--- config.mk ---
export PLATFORM = sky130hd
export DESIGN_NAME = ocmp_channel
export DESIGN_NICKNAME = d
export VERILOG_FILES = /design/src/rtl/ocmp_pkg.sv /design/src/rtl/ocmp_match.sv /design/src/rtl/ocmp_pin_ctrl.sv /design/src/rtl/ocmp_channel.sv
export SDC_FILE = /design/constraint.sdc
export NUM_CORES = 1
export LEC_CHECK = 0
export ABC_CLOCK_PERIOD_IN_PS = 3100
export BUFFER_PORTS_ARGS = -buffer_cell sky130_fd_sc_hd__buf_2
export CORE_UTILIZATION = 37
export CTS_CLUSTER_SIZE = 40
export DETAILED_ROUTE_END_ITERATION = 16
export GPL_TIMING_DRIVEN = 0
export PLACE_DENSITY = 0.74
export REMOVE_ABC_BUFFERS = 1
export SYNTH_ARGS = -nofsm -noshare
export SYNTH_HDL_FRONTEND = slang
export SYNTH_SLANG_ARGS = --single-unit
--- constraint.sdc ---
create_clock -name clk -period 3.1 [get_ports clk]
set_input_delay 0.465 -clock clk [delete_from_list [all_inputs] [get_ports clk]]
set_output_delay 0.465 -clock clk [all_outputs]
set_load 0.005 [all_outputs]
--- src/rtl/ocmp_pkg.sv ---
package ocmp_pkg;

    localparam int TMR_W    = 32;
    localparam int NARROW_W = 16;

    typedef enum logic [2:0] {
        OC_OFF    = 3'b000,
        OC_SET_HI = 3'b001,
        OC_SET_LO = 3'b010,
        OC_FLIP   = 3'b011,
        OC_PULSE  = 3'b100
    } oc_mode_e;

    // Channel state carried by the pin controller
    typedef struct packed {
        logic [2:0] mode;
        logic       pin;
        logic       armed;  // one-shot still pending
        logic       high;   // pulse leading edge already driven
        logic       flag;
    } oc_state_t;

    // Keep only the bits that take part in the comparison
    function automatic logic [TMR_W-1:0] cmp_mask(input logic wide,
                                                  input logic [TMR_W-1:0] v);
        logic [TMR_W-1:0] m;
        m = wide ? {TMR_W{1'b1}} : {{(TMR_W-NARROW_W){1'b0}}, {NARROW_W{1'b1}}};
        return v & m;
    endfunction

    // Level the pin takes on a mode write
    function automatic logic init_level(input logic [2:0] code, input logic cur);
        logic r;
        case (code)
            OC_SET_LO: r = 1'b1;
            OC_FLIP:   r = cur;
            default:   r = 1'b0;
        endcase
        return r;
    endfunction

endpackage

--- src/rtl/ocmp_match.sv ---
module ocmp_match
    import ocmp_pkg::*;
#(
    parameter int W = TMR_W
) (
    input  logic         clk,
    input  logic         rst,
    input  logic         wide,
    input  logic [W-1:0] count,
    input  logic [W-1:0] cmp_val,
    output logic         evt
);
    logic eq_now;
    logic eq_prev;

    assign eq_now = (cmp_mask(wide, count) == cmp_mask(wide, cmp_val));

    always_ff @(posedge clk) begin
        if (rst) eq_prev <= 1'b0;
        else     eq_prev <= eq_now;
    end

    // Only the first cycle of equality counts as an event
    assign evt = eq_now & ~eq_prev;
endmodule

--- src/rtl/ocmp_pin_ctrl.sv ---
module ocmp_pin_ctrl
    import ocmp_pkg::*;
(
    input  logic       clk,
    input  logic       rst,
    input  logic       cfg_we,
    input  logic [2:0] cfg_mode,
    input  logic       pri_evt,
    input  logic       sec_evt,
    input  logic       irq_clr,
    output logic [2:0] cur_mode,
    output logic       pin,
    output logic       flag
);
    oc_state_t st_q, st_d;
    logic      set_flag;

    always_comb begin
        st_d     = st_q;
        set_flag = 1'b0;
        if (cfg_we) begin
            st_d.mode  = cfg_mode;
            st_d.pin   = init_level(cfg_mode, st_q.pin);
            st_d.armed = 1'b1;
            st_d.high  = 1'b0;
        end else begin
            case (st_q.mode)
                OC_SET_HI: if (st_q.armed && pri_evt) begin
                    st_d.pin   = 1'b1;
                    st_d.armed = 1'b0;
                    set_flag   = 1'b1;
                end
                OC_SET_LO: if (st_q.armed && pri_evt) begin
                    st_d.pin   = 1'b0;
                    st_d.armed = 1'b0;
                    set_flag   = 1'b1;
                end
                OC_FLIP: if (pri_evt) begin
                    st_d.pin = ~st_q.pin;
                    set_flag = 1'b1;
                end
                OC_PULSE: if (st_q.armed) begin
                    if (!st_q.high && pri_evt) begin
                        st_d.pin  = 1'b1;
                        st_d.high = 1'b1;
                    end else if (st_q.high && sec_evt) begin
                        st_d.pin   = 1'b0;
                        st_d.high  = 1'b0;
                        st_d.armed = 1'b0;
                        set_flag   = 1'b1;
                    end
                end
                default: st_d.pin = 1'b0;
            endcase
        end
        if (set_flag)     st_d.flag = 1'b1;
        else if (irq_clr) st_d.flag = 1'b0;
    end

    always_ff @(posedge clk) begin
        if (rst) st_q <= '{mode: OC_OFF, pin: 1'b0, armed: 1'b0, high: 1'b0, flag: 1'b0};
        else     st_q <= st_d;
    end

    assign cur_mode = st_q.mode;
    assign pin      = st_q.pin;
    assign flag     = st_q.flag;
endmodule

--- src/rtl/ocmp_channel.sv ---
module ocmp_channel
    import ocmp_pkg::*;
#(
    parameter int W = TMR_W
) (
    input  logic         clk,
    input  logic         rst,
    input  logic [W-1:0] tmr_a,
    input  logic [W-1:0] tmr_b,
    input  logic         tmr_sel,
    input  logic         wide_mode,
    input  logic         cfg_we,
    input  logic [2:0]   cfg_mode,
    input  logic [W-1:0] cmp_pri,
    input  logic [W-1:0] cmp_sec,
    input  logic         irq_clr,
    output logic         pin_out,
    output logic         irq_flag
);
    localparam int NCMP = 2;

    logic [W-1:0] count_sel;
    logic [W-1:0] cmp_arr [NCMP];
    logic [NCMP-1:0] evt_v;
    logic [2:0]   cur_mode;

    assign count_sel  = tmr_sel ? tmr_b : tmr_a;
    assign cmp_arr[0] = cmp_pri;
    assign cmp_arr[1] = cmp_sec;

    for (genvar i = 0; i < NCMP; i++) begin : g_cmp
        ocmp_match #(.W(W)) u_match (
            .clk     (clk),
            .rst     (rst),
            .wide    (wide_mode),
            .count   (count_sel),
            .cmp_val (cmp_arr[i]),
            .evt     (evt_v[i])
        );
    end

    ocmp_pin_ctrl u_ctrl (
        .clk      (clk),
        .rst      (rst),
        .cfg_we   (cfg_we),
        .cfg_mode (cfg_mode),
        .pri_evt  (evt_v[0]),
        .sec_evt  (evt_v[1]),
        .irq_clr  (irq_clr),
        .cur_mode (cur_mode),
        .pin      (pin_out),
        .flag     (irq_flag)
    );
endmodule

After elaboration in Yosys (flattened, before gate mapping)
Cells that the tools add are included.
{ "totals": {"reg_bits": 9, "in_bits": 137, "word_cells": 65, "out_inout_bits": 2} }
{ "classes": {"bitwise_logic": 8, "mux": 24, "reduce_logical": 12, "n_eq_ne": 14} }
{ "op_table": {"columns": ["operator", "count"], "rows": [
  ["AND 32 bit", 3],
  ["== test 32 bit", 2],
  ["2-to-1 mux 32 bit", 2],
  ["2-to-1 mux 1 bit", 13],
  ["== test 3 x 2 -> 1 bit, second input constant", 4],
  ["!= test 3 x 2 -> 1 bit, second input constant", 4],
  ["2-to-1 mux 3 bit", 3],
  ["case mux 1 bit (3 select lines)", 2],
  ["AND reduction 3 bit", 2],
  ["AND reduction 6 bit", 1],
  ["2-to-1 mux 2 bit", 2],
  ["!= test 4 x 2 -> 1 bit, second input constant", 1],
  ["case mux 1 bit (4 select lines)", 1],
  ["nonzero test 2 bit", 2],
  ["nonzero test 4 bit", 1],
  ["OR reduction 2 bit", 2],
  ["== test 3 x 1 -> 1 bit, second input constant", 1],
  ["== test 3 bit, second input constant", 1],
  ["logical AND 1 bit", 3],
  ["inverter 1 bit", 3],
  ["AND 1 bit", 2],
  ["!= test 2 bit, second input constant", 1],
  ["case mux 1 bit (2 select lines)", 1],
  ["zero test 1 bit", 1]
]} }

Longest topological paths before layout
{ "logic_depth": {"word_depth": 11, "ltp_mapped": 11, "depth_no_buf": 8} }

Modules after synthesis
Synthesis repeated with hierarchy kept, for this count alone.
{ "unflattened": {"hier_cells": 180, "area_unflattened_um2": 1775.5} }
{ "by_module_without_submodules": {"columns": ["module", "instances", "area_per_inst_um2", "seq_area_each_um2", "cells_per_inst"], "rows": [
  ["ocmp_match", 2, 377.9, 20.0, 45],
  ["ocmp_channel", 1, 544.3, 0.0, 36],
  ["ocmp_pin_ctrl", 1, 475.5, 140.1, 54]
]} }

Worst setup path before layout
No wires, ideal clock.
{ "synth_timing": {"path_type": "input-to-reg", "startpoint": "input tmr_sel", "endpoint": "register u_ctrl.st_q (netlist bit u_ctrl.pin)", "path_buffers": 2, "required_ps": 2977, "setup_time_ps": 123, "cell_stages": 10, "t_arrival_ps": 2793, "path_slack_ps": 183, "cell_sequence": "buf_6 > buf_8 > mux2i_1 > xor2_1 > o2111ai_1 > or4_4 > nor4_4 > a221oi_1 > nor3_1 > mux2_1"} }
{ "synth_via": {"elab_chain_len": 9, "word_cells_on_any_way": 18, "classes_between": "eq/ne: 6; mux: 5; bitwise: 3; reduce/logical: 4"} }
{ "synth_lines": {"columns": ["item", "line_no", "source"], "rows": [
  ["from (decl)", "ocmp_channel.sv:10", "input logic tmr_sel,"],
  ["2-to-1 mux 32 bit *", "ocmp_channel.sv:27", "assign count_sel = tmr_sel ? tmr_b : tmr_a;"],
  ["AND 32 bit *", "ocmp_pkg.sv:28", "return v & m;"],
  ["== test 32 bit", "ocmp_match.sv:16", "assign eq_now = (cmp_mask(wide, count) == cmp_mask(wide, cmp_val));"],
  ["AND 1 bit", "ocmp_match.sv:24", "assign evt = eq_now & ~eq_prev;"],
  ["logical AND 1 bit", "ocmp_pin_ctrl.sv:43", "if (!st_q.high && pri_evt) begin"],
  ["2-to-1 mux 1 bit", "ocmp_pin_ctrl.sv:43", null],
  ["2-to-1 mux 3 bit", "ocmp_pin_ctrl.sv:42", "OC_PULSE: if (st_q.armed) begin"],
  ["case mux 1 bit (4 select lines)", "ocmp_pin_ctrl.sv:27", "case (st_q.mode)"],
  ["2-to-1 mux 3 bit", "ocmp_pin_ctrl.sv:21", "if (cfg_we) begin"],
  ["to (signal assigned)", "ocmp_pin_ctrl.sv:61", "if (rst) st_q <= '{mode: OC_OFF, pin: 1'b0, armed: 1'b0, high: 1'b0, flag: 1'b0};"],
  ["to (signal assigned)", "ocmp_pin_ctrl.sv:62", "else st_q <= st_d;"],
  ["to (decl)", "ocmp_pin_ctrl.sv:15", "oc_state_t st_q, st_d;"]
]} }
Every way passes the cells marked *; elsewhere a longest branch is shown, timed or not. The select of a mux whose other input is x is not followed.
A chain may end at the register's enable or synchronous reset.

Worst setup path in the final report
Ends and elaborated chain as after synthesis.

==> results.tsv <==
stage	metric	value	unit
global_route	antenna_found_initial	0	
logic_synthesis	yosysWarnings	0	
die	die_h	72.3	um
setup_path	end_kind	flop	
sta	max_freq	333	MHz
setup_path	cp.required	3.22	ns
placed_design	placed_area	2520	um2
finish	syn_to_final_growth	45.1	%
hold_path	hold_start	u_ctrl.flag$_SDFFE_PP0P_	
setup_path	path_max_fanout	34	
finish	antennaDiodeCount	0	
placed_design	hpwl	5010	um
die	die_w	72.3	um
hold_path	min_path_type	flop to flop	
sta	relSlewSlack	65.3	%
pwr	power	0.581	mW
logic_synthesis	ys_seq_elements	9	
sta	finalWorstSetupSlack	0.0987	ns
routing	dr.pass1.iters	4	
cts	cts_tree	built	
die	start_util	38.5	%
logic_synthesis	synthDistinctLibCells	55	
die	fp.coreArea	4750	um2
sta	finalHoldViolCount	0	
placed_design	preCtsSetupSlack	-0.736	ns
logic_synthesis	synth_area_per_cell	8.76	um2
placed_design	io_buffer_count	138	
logic_synthesis	synthArstFlopShare	0	%
finish	layout-drive-gt1-share	49.6	%
logic_synthesis	synth_edf_count	0	
pwr	leakage	1.18	nW
logic_synthesis	ys_top_cells_by_area	mux2i_1 (13%), xor2_1 (11%), dfxtp_1 (9.8%)	
setup_path	reg2reg_from	u_ctrl.cur_mode[1]$_SDFFE_PP0P_	
finish	final_area	2660	um2
placed_design	dp.cells	404	
pwr	vdd_drop_max	0.0000846	V
logic_synthesis	synth_area_leader_cell	mux2i_1	
sta	setup_viol	0	
sta	fin_setup_tns	0	ns
flow_run	maxCapViolations	0	
logic_synthesis	netlist_area	1830	um2
routing	vias_per_cell	5.15	
cts	clock_latency	0.24	ns
finish	fin_cells	416	
global_route	grt_overflow	0	
routing	drtIter0Drc	81	
routing	ant_nets	0	
finish	final_common_cell	buf_2	
pwr	power_density	219	nW/um2
die	core.rowCount	25	
cts	htreeDepth	1	
cts	clk_pin_slew_worst_paths	0.05	ns
cts	root_buffer	clkbuf_8	
outcome	status	complete, no violations	
placed_design	place_congestion	0.921	
setup_path	cp.arrival	3.12	ns
finish	final_nets	487	
global_route	grt_max_degree	35	
logic_synthesis	ys.flop_type	dfxtp_1	
die	pin_count	139	
routing	drc	0	
cts	numCtsBuffers	3	
global_route	grt_pass1_vias	2015	
logic_synthesis	yosysSeqAreaShare	9.84	%
setup_path	cp-startpoint	tmr_sel	
cts	clkSinkCount	9	
routing	drt_wl_total	5990	um
sta	finalClockSkew	0.00462	ns
sta	final_max_slew_viol_count	0	
logic_synthesis	synth_top_area_share	13.1	%
die	die_area	5230	um2
sta	worstMarginPinSlew	0.513	ns
sta	min_period	3.00	ns
logic_synthesis	syn_inst	209	
routing	drt-wirelength-per-cell	14.4	um
global_route	grt_first_pass_wirelength	9060	um
finish	mostFrequentLayoutCells	buf_2 (137), xor2_1 (24), mux2i_1 (20), xnor2_1 (20), nand2_1 (11)	
cts	clockBufferDepth	2	
setup_path	setup.worst_path.start_class	primary input	
global_route	grt_use_total	21.9	%
routing	vias	2142	
setup_path	setup.worst_path.class	primary input to flop	
sta	fin_crit_sh	96.8	%
[registers in the layout, indices dropped and copies added, names as in the netlist]
register               count
u_ctrl.cur_mode            3
g_cmp.u_match.eq_prev      2
u_ctrl.pin                 1
u_ctrl.flag                1
u_ctrl.st_q                2
[final cells by class]
class | count | area (um2)
clock buffers | 4 | 45.0
fillers | 446 | 2100
inverters | 4 | 18.8
multi-input cells | 186 | 1570
flip-flops and latches | 9 | 180
well taps | 67 | 83.8
repair buffers | 146 | 761
[cell usage after synthesis, types with 2 or more instances]
master / n
a2111oi_0: 3
a2111oi_4: 2
a21boi_0: 4
a21oi_1: 5
a222oi_1: 2
a31oi_1: 2
buf_8: 2
clkbuf_1: 5
dfxtp_1: 9
inv_1: 4
mux2_2: 6
mux2i_1: 24
mux2i_2: 5
nand2_1: 11
nand2b_1: 4
nand3b_1: 4
nand4_1: 3
nor2_1: 9
nor2b_1: 2
nor3_1: 6
nor4_1: 6
o2111ai_1: 4
o211ai_1: 2
o21a_1: 4
o21ai_0: 3
o22ai_1: 2
or3_1: 6
xnor2_1: 20
xor2_1: 24
[critical path: stages]
cell,delay (ns)
buf_8,0.29
mux2i_1,0.33
xor2_1,0.19
o2111ai_1,0.15
or4_4,0.58
nor4_4,0.31
a221oi_1,0.13
nor3_1,0.30
mux2_1,0.35
[what timing repair did]
item,4_1_cts,5_1_grt
endpoints found under the setup margin,4,2
pin swaps,0,1
resized for setup,4,6
hold buffers,0,0
buffers inserted,0,8
[per-stage QoR]
stage | util [%] | hold slack, ns
final | 55.9 | 0.463
after floorplan | - | 0.455
after global routing | 55.9 | 0.489
after global placement | 53.0 | 0.455
after CTS | 54.2 | 0.474
after detailed placement | 53.0 | 0.468
[worst paths after layout]
path	end	slack (ns)	cells past startpoint
max reg2reg	u_ctrl.pin$_SDFFE_PP0P_	1.17	7
min	u_ctrl.flag$_SDFFE_PP0P_	0.46	2
max	u_ctrl.pin$_SDFFE_PP0P_	0.1	9
min reg2reg	u_ctrl.flag$_SDFFE_PP0P_	0.46	2
[cells by family (layout without fill, tap and decap cells)]
kind of cell,count (synthesis),in the layout,synth area share [%]
AOI/OAI and AO/OA,44,44,21.0
xor gates and xnor gates,44,44,21.1
adders and majority gates,1,1,0.547
buffers and inverters,14,154,5.47
DFF,9,9,9.84
muxes,37,37,22.4
and+or+nand+nor,60,60,19.7
[power breakdown]
part	total (mW)	internal, mW	switching (mW)	leakage, nW
Sequential	0.127	0.120	0.00711	0.0735
Combinational	0.316	0.166	0.151	1.09
Clock	0.138	0.0897	0.0479	0.0228
Total	0.581	0.376	0.205	1.18
[metal layers]
metal	wire length (um)	GRT usage (%)	share of wire, %	vias up
met5	0	0	0	-
met4	57	4.58	0.95	0
met3	372	2.64	6.2	7
met2	2940	40.0	49	82
met1	2610	27.4	44	976
li1	-	-	-	1077
No activity file was read; power rests on OpenSTA's default activity.
